==> src/rtl/deadline_timer_bank.sv <==
`timescale 1ns/1ps
module deadline_timer_bank #(
  parameter int NUM_TMR = 8,
  parameter int CNT_W = 32,
  localparam int IDX_W = (NUM_TMR > 1) ? $clog2(NUM_TMR) : 1
) (
  input  logic               clk,
  input  logic               rst_n,
  input  logic               issue_valid,
  input  logic [IDX_W-1:0]   issue_idx,
  input  logic [CNT_W-1:0]   issue_val,
  output logic               stall,
  output logic               issue_done,
  input  logic               ovr_clr_valid,
  input  logic [IDX_W-1:0]   ovr_clr_idx,
  output logic [NUM_TMR-1:0] overrun,
  input  logic [IDX_W-1:0]   dbg_idx,
  output logic [CNT_W-1:0]   dbg_count
);

  logic [NUM_TMR-1:0][CNT_W-1:0] cnt_q, cnt_d;
  logic [NUM_TMR-1:0] zero_now, zero_prev_q, ovr_q, ovr_d;

  logic             pend_q;
  logic [IDX_W-1:0] pend_idx_q;
  logic [CNT_W-1:0] pend_val_q;

  logic             req_v, req_zero, fire, late_end;
  logic [IDX_W-1:0] req_idx;
  logic [CNT_W-1:0] req_val;

  assign req_v    = pend_q | issue_valid;
  assign req_idx  = pend_q ? pend_idx_q : issue_idx;
  assign req_val  = pend_q ? pend_val_q : issue_val;
  assign req_zero = zero_now[req_idx];
  assign fire     = req_v & req_zero;
  assign late_end = issue_valid & ~pend_q & (issue_val == '0)
                  & zero_now[issue_idx] & zero_prev_q[issue_idx];

  assign stall      = req_v & ~req_zero;
  assign issue_done = fire;
  assign overrun    = ovr_q;
  assign dbg_count  = cnt_q[dbg_idx];

  always_comb begin
    cnt_d = cnt_q;
    ovr_d = ovr_q;
    for (int i = 0; i < NUM_TMR; i++) begin
      zero_now[i] = (cnt_q[i] == '0);
      if (fire && req_idx == IDX_W'(i))
        cnt_d[i] = req_val;
      else if (!zero_now[i])
        cnt_d[i] = cnt_q[i] - 1'b1;
      if (ovr_clr_valid && ovr_clr_idx == IDX_W'(i))
        ovr_d[i] = 1'b0;
      if (late_end && issue_idx == IDX_W'(i))
        ovr_d[i] = 1'b1;
    end
  end

  always_ff @(posedge clk or negedge rst_n) begin
    if (!rst_n) begin
      cnt_q       <= '0;
      zero_prev_q <= '0;
      ovr_q       <= '0;
    end else begin
      cnt_q       <= cnt_d;
      zero_prev_q <= zero_now;
      ovr_q       <= ovr_d;
    end
  end

  always_ff @(posedge clk or negedge rst_n) begin
    if (!rst_n) begin
      pend_q     <= 1'b0;
      pend_idx_q <= '0;
      pend_val_q <= '0;
    end else if (pend_q) begin
      if (req_zero) pend_q <= 1'b0;
    end else if (issue_valid && !req_zero) begin
      pend_q     <= 1'b1;
      pend_idx_q <= issue_idx;
      pend_val_q <= issue_val;
    end
  end

endmodule

==> config.mk <==
export PLATFORM = sky130hd
export DESIGN_NAME = deadline_timer_bank
export DESIGN_NICKNAME = d
export VERILOG_FILES = /design/src/rtl/deadline_timer_bank.sv
export SDC_FILE = /design/constraint.sdc
export NUM_CORES = 1
export LEC_CHECK = 0
export BUFFER_PORTS_ARGS = -buffer_cell sky130_fd_sc_hd__clkbuf_2
export CORE_AREA = 2 2 273 275
export DETAILED_ROUTE_END_ITERATION = 8
export DIE_AREA = 0 0 275 277
export PLACE_DENSITY = 0.41
export SLEW_MARGIN = 20
export SYNTH_ARGS = -nofsm -noshare
export SYNTH_HDL_FRONTEND = slang
export SYNTH_SLANG_ARGS = --single-unit
==> constraint.sdc <==
create_clock -name clk -period 7.25 [get_ports clk]
set_clock_uncertainty 0.15 [all_clocks]
set_input_delay 1.0875 -clock clk [delete_from_list [all_inputs] [get_ports clk]]
set_output_delay 1.0875 -clock clk [all_outputs]
set_load 0.05 [all_outputs]
-- After elaboration in Yosys (flattened, before gate mapping)
Index checks and enable logic that the tools add are counted.
- input bits: 45
- flip-flop bits (word level): 308
- word-level logic and storage cells: 161
- bitwise logic cells: 9
- order comparisons: 3
- $add $sub $neg: 8
- reductions and logical operators: 47
- mux-type cells: 45
- equal/unequal tests: 29
- operator list (operator ; count):
    two-way mux 32 bit ; 18
    zero test 32 bit ; 9
    subtractor 32 x 1 -> 32 bit, second input constant ; 8
    binary-select mux 32 bit (select 3 bit) ; 1
    == test 3 bit, second input constant ; 12
    logical AND 1 bit ; 25
    two-way mux 1 bit ; 22
    == test 3 x 2 -> 1 bit, second input constant ; 6
    != test 2 x 1 -> 1 bit, second input constant ; 8
    nonzero test 2 bit ; 8
    < comparator 3 x 4 -> 1 bit, second input constant ; 3
    binary-select mux 1 bit (select 3 bit) ; 3
    == test 3 x 1 -> 1 bit, second input constant ; 3
    zero test 3 bit ; 3
    AND 1 bit ; 6
    two-way mux 3 bit ; 1
    NOT 1 bit ; 2
    AND reduction 2 bit ; 1
    zero test 1 bit ; 1
    bitwise OR 1 bit ; 1

-- Depth between registers and ports, before layout
- word-level depth: 7
- depth in mapped cells: 12
- depth with buffers taken out: 11

-- Least setup slack after synthesis
Ideal clock, no wire load.
- kind: reg-to-output
- start: register cnt_q[196] (netlist bit)
- end: output issue_done
- buffers on the path: 3
- slack: 2714 ps
- required time: 6012 ps
- cell stages (with the launch flop): 12
- arrival time: 3298 ps
- cells stage by stage: dfrtp_1 -> or4_1 -> buf_2 -> or4_1 -> buf_2 -> or3_1 -> buf_2 -> inv_1 -> o221ai_1 -> a221oi_1 -> a21oi_1 -> nor2_1
- word-level cells in the longest chain between the ends: 4
- RTL lines (item ; line ; source):
    start, declared ; 21 ; logic [NUM_TMR-1:0][CNT_W-1:0] cnt_q, cnt_d;
    start signal, assigned ; 67 ; cnt_q <= cnt_d;
    zero test 32 bit ; 49 ; zero_now[i] = (cnt_q[i] == '0);
    binary-select mux 1 bit (select 3 bit) ; 35 ; assign req_zero = zero_now[req_idx];
    two-way mux 1 bit (not written as such) ; 35 ;
    AND 1 bit ; 36 ; assign fire = req_v & req_zero;
    end, declared ; 13 ; output logic issue_done,
Every way passes these cells. The select of a mux whose other input is x is not followed.

-- Worst setup path in the final report
- start: register cnt_q[184] (netlist bit)
- end: output issue_done
Same word-level chain as after synthesis.

==> run metrics <==
PwrDens=300 nW/um^2; clock root buffer=clkbuf_16; fin nets=1947; CTS clk-pin slew, worst paths=0.06 ns; Tcrit/Tclk final=0.780; fraction of registers with async set/reset=1.00; busiest metal layer after global routing=met2; M1 GR Usage=0.264; Gate Count Post-Synth=1791; Pins Over Slew Limit=0; final instance area=21200 um^2; Critical Path RT=6.01 ns; Max-slew headroom=0.176; via count=15200; GPL Wtd Cong=0.853; WL/cell=24.7 um; Data arrival, critical path=4.42 ns; largest net degree at the start of global routing=160; number of global-route vias before repair=15400; worst setup path class=flop to primary output; cell area after synthesis=18200 um^2; Die Area=76200 um^2; Die Width=275 um; main area contributors after synthesis=dfrtp_1, mux4_2, xnor2_1, o22ai_1, xor2_1; PnR Total Power=0.00637 W; Num CTS Buffers=40; post-synth top area cell=dfrtp_1; max_cap viols=0; hold buffers post-CTS=0; initial antenna violation count=0; VDD IR max=0.164 mV; Tot GR Track Use=0.186; share of the synthesized area in the top cell type=0.424; DRT Pass-1 Iters=5; Critical Path End Type=primary output; Clk Latency, worst-skew pair=0.57 ns; top_reg_cell synth=dfrtp_1; Pleak=7.17 nW; row count=100; commonest cells after routing, fill and taps aside=dfrtp_1, nand2_1, o22ai_1; DPL Wire Length=51900 um; core area=73600 um^2; Hold Crit Class=flop to flop; met3 Use GR=0.0305; Synth Net Count=1852; most common cell after layout, fill and taps aside=dfrtp_1; CTS Sinks=308; Routed Antenna Nets=0; final hold vios=0; CTS tree=built; post-cts resize count=0; RSZ-0062 raised after global routing=no; Startpoint Class=flop; sequential fraction of the synthesis area=0.424; hold_ws=0.356 ns; number of synthesized flops with an enable pin=0; syn avg cell area=10.2 um^2; largest buffer count on any clock path=3; first-pass GRT wire length=106000 um; min Tclk post-route=5.66 ns; IO Pins=87; Worst Path Max Fanout=21; Area growth syn-to-layout=16.8%; share of cells above drive strength 1=0.189; initial detailed-routing violation count=1127; Starting Density=0.247; PortBufs=86; DRC viols=0; global route overflow=0; post-synthesis cell type count=61; outcome=complete, no violations; Routed WL=71000 um; Via density=5.29; Setup Buffers After CTS=0; fmax=177 MHz; placed cell areas=20000 um^2; FF-to-FF setup slack=2.43 ns; synthesized flop and latch total=308; die height=277 um; Global Route met2 Usage=0.294; setup TNS=0 ns; setup violators final=0; Worst Max-Slew Pin Slew=1.21 ns; Syn. warnings=0; CTS HTree Levels=2
-- kinds of logic after synthesis --
family                     count (synthesis)  synth area share
and+or+nand+nor                          629             0.176
AOI/OAI and AO/OA                        352             0.117
DFF                                      308             0.424
xor gates and xnor gates                 203            0.0978
muxes                                    172             0.150
buffers and inverters                    111            0.0244
adders and majority gates                 16            0.0110
-- report_power, final --
group / internal (W) / switching, W
clock: 0.00115 / 0.000794
sequential: 0.00197 / 0.000287
combinational: 0.000779 / 0.00140
total: 0.00390 / 0.00248
-- worst max-delay path, stage by stage, from the launching register on --
cell and delay [ns]:
dfrtp_1 0.43, or4_1 0.60, or4_1 0.52, nor3_1 0.39, nand2_1 0.67, a221oi_1 0.51, a21oi_1 0.20, nor2_1 0.21
clkbuf_2 0.31
-- stage by stage --
step	utilization	std cells	setup slack [ns]
final	0.289	2879	1.59
after detailed placement	0.272	2812	2.13
after global placement	0.271	2812	2.17
after floorplan	-	1791	2.71
after global routing	0.289	2878	1.22
after CTS	0.288	2877	1.48
-- state kept, by name (all words and copies together), names as in the netlist --
signal,flops
pend_q,1
overrun,8
zero_prev_q,8
pend_idx_q,3
pend_val_q,32
cnt_q,256
-- cell usage after synthesis, types with 8 or more instances --
master	count
inv_1	26
ha_1	16
o22ai_1	139
and2_1	10
o21ai_0	138
buf_1	12
xnor2_1	108
a21oi_1	15
nand3b_1	9
nand2b_1	18
or2_2	8
nand4_1	22
mux2i_1	39
mux4_2	64
nor3_1	82
nand2_1	159
xor2_1	95
clkbuf_1	67
or3_1	19
mux2_4	30
nor4_1	79
dfrtp_1	308
or4_1	39
nor2_1	116
mux2_2	39
nand3_1	39
-- path summary, 6_finish.rpt --
check	endpoint	startpoint	cells after the start
hold reg to reg	pend_val_q[31]	pend_val_q[31]	1
setup reg to reg	pend_val_q[9]	cnt_q[184]	10
min in group asynchronous	cnt_q[88]	rst_n	1
hold / removal	pend_val_q[31]	pend_val_q[31]	1
setup / recovery	issue_done	cnt_q[184]	8
max in group asynchronous	cnt_q[68]	rst_n	3
-- final cells by class --
class                      instances  area (um^2)
fill                            7812        52300
multi-input combinational       1372        10100
sequential                       308         7710
tap                              969         1210
clock buffer                      61         1180
timing repair buffer             138          868
inverter                          26         97.6
clock inverter                     4         45.0
antenna                            1         2.50
-- per-layer routing --
| layer | vias up | routed length, um |
|---|---|---|
| met4 | 0 | 1750 |
| li1 | 6896 | - |
| met2 | 426 | 32900 |
| met3 | 95 | 3620 |
| met1 | 7813 | 32700 |
| met5 | - | 0 |
Power figures use the tool's default switching activity.
